File: src/rtl/eic_pkg.sv
`timescale 1ns/1ps
package eic_pkg;
  localparam int DATA_W  = 16;
  localparam int BYTE_W  = DATA_W / 2;
  localparam int ADDR_W  = 2;
  localparam int NUM_EVT = 5;
  localparam int CNT_W   = 8;
  localparam int RSN_W   = 2;
  localparam int NUM_RSN = 1 << RSN_W;

  localparam logic [ADDR_W-1:0] A_IRQ  = 2'd0;
  localparam logic [ADDR_W-1:0] A_CTRL = 2'd1;
  localparam logic [ADDR_W-1:0] A_CNT  = 2'd2;
  localparam logic [ADDR_W-1:0] A_EXC  = 2'd3;

  localparam int ST_EXC  = NUM_EVT;
  localparam int ST_DISC = NUM_EVT + 1;
  localparam int ST_RSVD = BYTE_W - 1;

  typedef struct packed {
    logic txerr_en;
    logic roll_en;
    logic link_en;
  } exc_en_t;
endpackage

File: src/rtl/eic_host_regs.sv
`timescale 1ns/1ps
module eic_host_regs
  import eic_pkg::*;
(
  input  logic              clk_i,
  input  logic              rst_ni,
  input  logic [ADDR_W-1:0] addr_i,
  input  logic              wr_i,
  input  logic              rd_i,
  input  logic [1:0]        be_i,
  input  logic [DATA_W-1:0] wdata_i,
  output logic [BYTE_W-1:0] mask_o,
  output logic [BYTE_W-1:0] ack_o,
  output exc_en_t           en_o,
  output logic              ctrl_wr_o,
  output logic              cnt_rd_o
);
  localparam logic [BYTE_W-1:0] RSVD_M = ~(BYTE_W'(1) << ST_RSVD);

  logic wr_irq;
  assign wr_irq    = wr_i && (addr_i == A_IRQ);
  assign ctrl_wr_o = wr_i && (addr_i == A_CTRL) && be_i[0];
  assign cnt_rd_o  = rd_i && (addr_i == A_CNT);
  assign ack_o     = (wr_irq && be_i[0]) ? (wdata_i[BYTE_W-1:0] & RSVD_M) : '0;

  always_ff @(posedge clk_i or negedge rst_ni) begin
    if (!rst_ni) begin
      mask_o <= '0;
      en_o   <= '0;
    end else begin
      if (wr_irq && be_i[1]) mask_o <= wdata_i[DATA_W-1:BYTE_W] & RSVD_M;
      if (ctrl_wr_o)         en_o   <= exc_en_t'(wdata_i[2:0]);
    end
  end
endmodule

File: src/rtl/eic_exc_unit.sv
`timescale 1ns/1ps
module eic_exc_unit
  import eic_pkg::*;
(
  input  logic               clk_i,
  input  logic               rst_ni,
  input  exc_en_t            en_i,
  input  logic               ctrl_wr_i,
  input  logic               link_en_wd_i,
  input  logic               txen_wd_i,
  input  logic               cnt_rd_i,
  input  logic               link_i,
  input  logic               roll_i,
  input  logic               tx_err_i,
  input  logic [RSN_W-1:0]   tx_reason_i,
  input  logic               tx_ok_i,
  output logic               exc_o,
  output logic               link_lat_o,
  output logic               roll_lat_o,
  output logic               txen_o,
  output logic               tx_suc_o,
  output logic [NUM_RSN-1:0] reason_o
);
  logic link_q, fault_q;

  always_ff @(posedge clk_i or negedge rst_ni) begin
    if (!rst_ni) begin
      link_q     <= 1'b0;
      link_lat_o <= 1'b0;
      roll_lat_o <= 1'b0;
      fault_q    <= 1'b0;
      txen_o     <= 1'b0;
      tx_suc_o   <= 1'b0;
      reason_o   <= '0;
    end else begin
      link_q <= link_i;
      // each latch: set has priority over its clear rule
      if (link_i != link_q)                link_lat_o <= 1'b1;
      else if (ctrl_wr_i && !link_en_wd_i) link_lat_o <= 1'b0;
      if (roll_i)        roll_lat_o <= 1'b1;
      else if (cnt_rd_i) roll_lat_o <= 1'b0;
      if (tx_err_i) begin
        fault_q  <= 1'b1;
        txen_o   <= 1'b0;
        tx_suc_o <= 1'b0;
        reason_o <= NUM_RSN'(1) << tx_reason_i;
      end else begin
        if (ctrl_wr_i) begin
          txen_o <= txen_wd_i;
          if (txen_wd_i) fault_q <= 1'b0;
        end
        if (tx_ok_i) tx_suc_o <= 1'b1;
      end
    end
  end

  assign exc_o = (link_lat_o & en_i.link_en) | (roll_lat_o & en_i.roll_en) |
                 (fault_q & en_i.txerr_en);
endmodule

File: src/rtl/eic_disc_cnt.sv
`timescale 1ns/1ps
module eic_disc_cnt #(
  parameter int W = 8
) (
  input  logic         clk_i,
  input  logic         rst_ni,
  input  logic         disc_i,
  input  logic         ack_i,
  output logic [W-1:0] cnt_o,
  output logic         full_o
);
  localparam logic [W-1:0] TOP = '1;
  logic hit;
  assign hit = disc_i && (cnt_o == TOP - W'(1));

  always_ff @(posedge clk_i or negedge rst_ni) begin
    if (!rst_ni) begin
      cnt_o  <= '0;
      full_o <= 1'b0;
    end else begin
      if (disc_i && cnt_o != TOP) cnt_o <= cnt_o + W'(1);
      if (hit)        full_o <= 1'b1;
      else if (ack_i) full_o <= 1'b0;
    end
  end
endmodule

File: src/rtl/eth_irq_ctrl.sv
`timescale 1ns/1ps
module eth_irq_ctrl
  import eic_pkg::*;
(
  input  logic               clk_i,
  input  logic               rst_ni,
  input  logic [ADDR_W-1:0]  addr_i,
  input  logic               wr_i,
  input  logic               rd_i,
  input  logic [1:0]         be_i,
  input  logic [DATA_W-1:0]  wdata_i,
  output logic [DATA_W-1:0]  rdata_o,
  input  logic [NUM_EVT-1:0] evt_i,
  input  logic               disc_i,
  input  logic               link_i,
  input  logic               roll_i,
  input  logic               tx_err_i,
  input  logic [RSN_W-1:0]   tx_reason_i,
  input  logic               tx_ok_i,
  output logic               irq_o
);
  logic [BYTE_W-1:0]  mask, ack, status;
  exc_en_t            en;
  logic               ctrl_wr, cnt_rd, exc, link_lat, roll_lat, txen, tx_suc, disc_full;
  logic [NUM_RSN-1:0] reason;
  logic [CNT_W-1:0]   disc_cnt;
  logic [NUM_EVT-1:0] evt_lat;

  eic_host_regs u_regs (
    .clk_i, .rst_ni, .addr_i, .wr_i, .rd_i, .be_i, .wdata_i,
    .mask_o(mask), .ack_o(ack), .en_o(en), .ctrl_wr_o(ctrl_wr), .cnt_rd_o(cnt_rd)
  );

  eic_exc_unit u_exc (
    .clk_i, .rst_ni, .en_i(en), .ctrl_wr_i(ctrl_wr),
    .link_en_wd_i(wdata_i[0]), .txen_wd_i(wdata_i[3]), .cnt_rd_i(cnt_rd),
    .link_i, .roll_i, .tx_err_i, .tx_reason_i, .tx_ok_i,
    .exc_o(exc), .link_lat_o(link_lat), .roll_lat_o(roll_lat),
    .txen_o(txen), .tx_suc_o(tx_suc), .reason_o(reason)
  );

  eic_disc_cnt #(.W(CNT_W)) u_disc (
    .clk_i, .rst_ni, .disc_i, .ack_i(ack[ST_DISC]), .cnt_o(disc_cnt), .full_o(disc_full)
  );

  for (genvar i = 0; i < NUM_EVT; i++) begin : g_evt
    always_ff @(posedge clk_i or negedge rst_ni) begin
      if (!rst_ni)        evt_lat[i] <= 1'b0;
      else if (evt_i[i])  evt_lat[i] <= 1'b1;
      else if (ack[i])    evt_lat[i] <= 1'b0;
    end
  end

  assign status = {1'b0, disc_full, exc, evt_lat};

  always_ff @(posedge clk_i or negedge rst_ni) begin
    if (!rst_ni) irq_o <= 1'b0;
    else         irq_o <= |(status & mask);
  end

  always_comb begin
    unique case (addr_i)
      A_IRQ:   rdata_o = {mask, status};
      A_CTRL:  rdata_o = DATA_W'({txen, en});
      A_CNT:   rdata_o = DATA_W'(disc_cnt);
      default: rdata_o = DATA_W'({link_lat, reason, tx_suc, txen, roll_lat, link_i});
    endcase
  end
endmodule

File: config.mk
export PLATFORM = sky130hd
export DESIGN_NAME = eth_irq_ctrl
export DESIGN_NICKNAME = d
export VERILOG_FILES = /design/src/rtl/eic_pkg.sv /design/src/rtl/eic_host_regs.sv /design/src/rtl/eic_exc_unit.sv /design/src/rtl/eic_disc_cnt.sv /design/src/rtl/eth_irq_ctrl.sv
export SDC_FILE = /design/constraint.sdc
export NUM_CORES = 1
export LEC_CHECK = 0
export BUFFER_PORTS_ARGS = -buffer_cell sky130_fd_sc_hd__buf_2
export CAP_MARGIN = 10
export CORE_AREA = 2 2 61 63
export CTS_CLUSTER_DIAMETER = 150
export DETAILED_ROUTE_END_ITERATION = 8
export DIE_AREA = 0 0 63 65
export GPL_TIMING_DRIVEN = 0
export MAX_ROUTING_LAYER = met4
export PLACE_DENSITY = 0.82
export SLEW_MARGIN = 30
export SYNTH_ARGS = -nofsm -noshare
export SYNTH_HDL_FRONTEND = slang
export SYNTH_SLANG_ARGS = --single-unit
File: constraint.sdc
create_clock -name clk_i -period 4 [get_ports clk_i]
set_input_delay 1.2 -clock clk_i [delete_from_list [all_inputs] [get_ports clk_i]]
set_output_delay 1.2 -clock clk_i [all_outputs]
set_load 0.02 [all_outputs]
==> flow_metrics.tcl <==
set metrics [dict create \
    run_status "completed" \
    synth_top_cell_by_area "dfrtp_1" \
    critPathTopFamily "buffers and inverters" \
    synthAdderAreaFrac_pct 1.38 \
    route.vias.total 1392 \
    relSlewSlack_pct 51.6 \
    synthMuxAreaShare_pct 17.4 \
    synth.avg_cell_area_sq_um 11.7 \
    antenna_cells 0 \
    ant_nets 0 \
    reg2reg_setup_slack_ps 2510 \
    finalNonFillerCells 257 \
    synthTopCellsByArea "dfrtp_1, mux2_4, mux4_2" \
    r2r_end "u_disc.cnt_o[1]" \
    final_nets 246 \
    ir_worst_vdd_mv 0.224 \
    tightest_slew_ps 726 \
    synth-seq-cells 35 \
    cts-root-buf "clkbuf_4" \
    drc 0 \
    synth.top_cell.area_share_pct 48.1 \
    syn_to_final_growth_pct 19.5 \
    gp_congestion 0.738 \
    cts.path.max_buffers 2 \
    grt_usage_pct 22.9 \
    cts_resized 0 \
    pin_count 53 \
    place_hpwl_mm 3.02 \
    power_density_nw_per_um2 464 \
    fin_crit_sh_pct 83.1 \
    port_buffers 45 \
    post_dp_cell_area_sq_um 2100 \
    path_clk_slew_ps 100 \
    crit_path_max_incr_delay_ps 330 \
    grt_max_degree 36 \
    die_h_um 65 \
    crit_path_max_fanout 10 \
    routed_wl_mm 4.05 \
    synth-xor-area-share_pct 0.963 \
    whs_path_depth 2 \
    cp-end-kind "output pin" \
    start_kind "primary input" \
    synth_top_family_by_area "multiplexers" \
    antenna_found_initial 0 \
    final-hold-violation-count 0 \
    setup_viol_count_final 0 \
    crit_top_cell "buf_2" \
    die-area_sq_um 4100 \
    synth-compound-area-share_pct 10.9 \
    clock_skew_ps 7.04 \
    path_buf_inv 3 \
    dp_slack_ps 687 \
    dr.pass1.iters 4 \
    final_area_sq_um 2170 \
    synth_seq_area_share_pct 48.1 \
    hold_slack_ps 497 \
    slew_violations 0 \
    total_power_mw 1.01 \
    drt-initial-drc-count 93 \
    crit_arrival_ps 2120 \
    drive_gt1_share_pct 39.7 \
    synth.distinct_cells 40 \
    finalSetupTns_ps 0 \
    regToRegStartpoint "u_disc.cnt_o[1]" \
    rows 22 \
    timing.critical_path.cells "buf_4 -> buf_2 -> mux4_2 -> buf_2" \
    p_leak_nw 1.01 \
    postCtsSetupBuffers 0 \
    hold_buffers 0 \
    layout_setup_ws_ps 677 \
    syn_nets 194 \
    vias_per_cell 5.42 \
    drv_cap 0 \
    crit_type "primary input to output pin" \
    rsz0062_at_grt "no" \
    cts_tree "done" \
    wl_per_cell_um 15.8 \
    min_period_ps 3320 \
    first_global_vias 1422 \
    crit_slowest_cell "mux4_2" \
    cts_made_buffers 5 \
    syn_area_sq_um 1820 \
    async_flop_share_pct 100 \
    synth_warnings 0 \
    syn_inst 156 \
    utilization_pct 62.2 \
    yosys.area_share.simple_pct 16.8 \
    grt_overflow 0 \
    dp_cells 249 \
    reg2regPathDepth 4 \
    core_sq_um 3500 \
    hold_class "flop to flop" \
    start_util_pct 52.0 \
    clock_sinks 35 \
    synthTopCellsByCount "dfrtp_1, nand2_1, mux2_4, nand3_1, o21ai_0" \
    die_x_um 63 \
    synthMostInstantiatedCell "dfrtp_1" \
    cts_htree_levels 2 \
    grt_pass1_wl_mm 6.81 \
    clock_latency_ps 340 \
    required_ps 2800 \
    synthFlopType "dfrtp_1" \
    synth_edf_count 0 \
    min_to "u_exc.link_lat_o" \
    fmax_ghz 0.301 \
    worstHoldStart "u_exc.link_q" \
]
## power by group
group,internal (mW),switching [mW]
logic,0.141,0.148
registers,0.421,0.0819
clock network,0.103,0.115
## cells by family after synthesis
group,after synthesis
xor gates and xnor gates,2
AOI/OAI and AO/OA,28
buffers and inverters,14
other,1
and+or+nand+nor,52
DFF,35
muxes,22
adders and majority gates,2
## registers in the layout, indices dropped and copies added (netlist names)
signal            flops
u_disc.cnt_o          8
u_regs.mask_o         7
evt_lat               5
u_exc.reason_o        4
u_regs.en_o           3
irq_o                 1
u_disc.full_o         1
u_exc.fault_q         1
u_exc.link_lat_o      1
u_exc.link_q          1
u_exc.roll_lat_o      1
u_exc.tx_suc_o        1
u_exc.txen_o          1
## how the worst max path moves through the flow
| stage | startpoint | end | slack (ps) | cells past startpoint |
|---|---|---|---|---|
| 2_1_floorplan | addr_i[1] | rdata_o[13] | 780 | 3 |
| 3_3_place_gp | addr_i[1] | rdata_o[0] | 690 | 4 |
| 3_5_place_dp | addr_i[1] | rdata_o[2] | 690 | 4 |
| 4_1_cts | addr_i[1] | rdata_o[2] | 680 | 4 |
| 5_1_grt | addr_i[1] | rdata_o[2] | 650 | 4 |
| 6_report | addr_i[1] | rdata_o[2] | 680 | 4 |
## worst register-to-register path: stages (launching register included)
cell and delay [ps]:
dfrtp_1 460, ha_1 270, nand2_1 160, o31ai_4 310, mux2i_1 230
## layer usage
metal / wire length (um) / global-route usage (%)
met1: 1740 / 27.6
met2: 2000 / 37.0
met3: 268 / 7.47
met4: 38 / 6.94
met5: 0 / -
## cell usage in the layout, fill, tap and decap left out, types with 5 or more instances in the layout
cell / n
clkbuf_4: 5
nand3_1: 8
inv_1: 7
buf_2: 47
and2_1: 5
o21ai_0: 8
mux2i_1: 5
nand2_1: 14
mux2_4: 8
a21o_1: 6
mux2_2: 5
dfrtp_1: 35
## cell type report
| class | count | area, sq um |
|---|---|---|
| fillers | 288 | 1320 |
| inverters | 7 | 26.3 |
| flip-flops and latches | 35 | 876 |
| plain buffers | 7 | 51.3 |
| clock buffers | 8 | 68.8 |
| repair buffers | 45 | 225 |
| multi-input cells | 107 | 866 |
| well taps | 48 | 60.1 |
(Power assumes the default switching activity.)
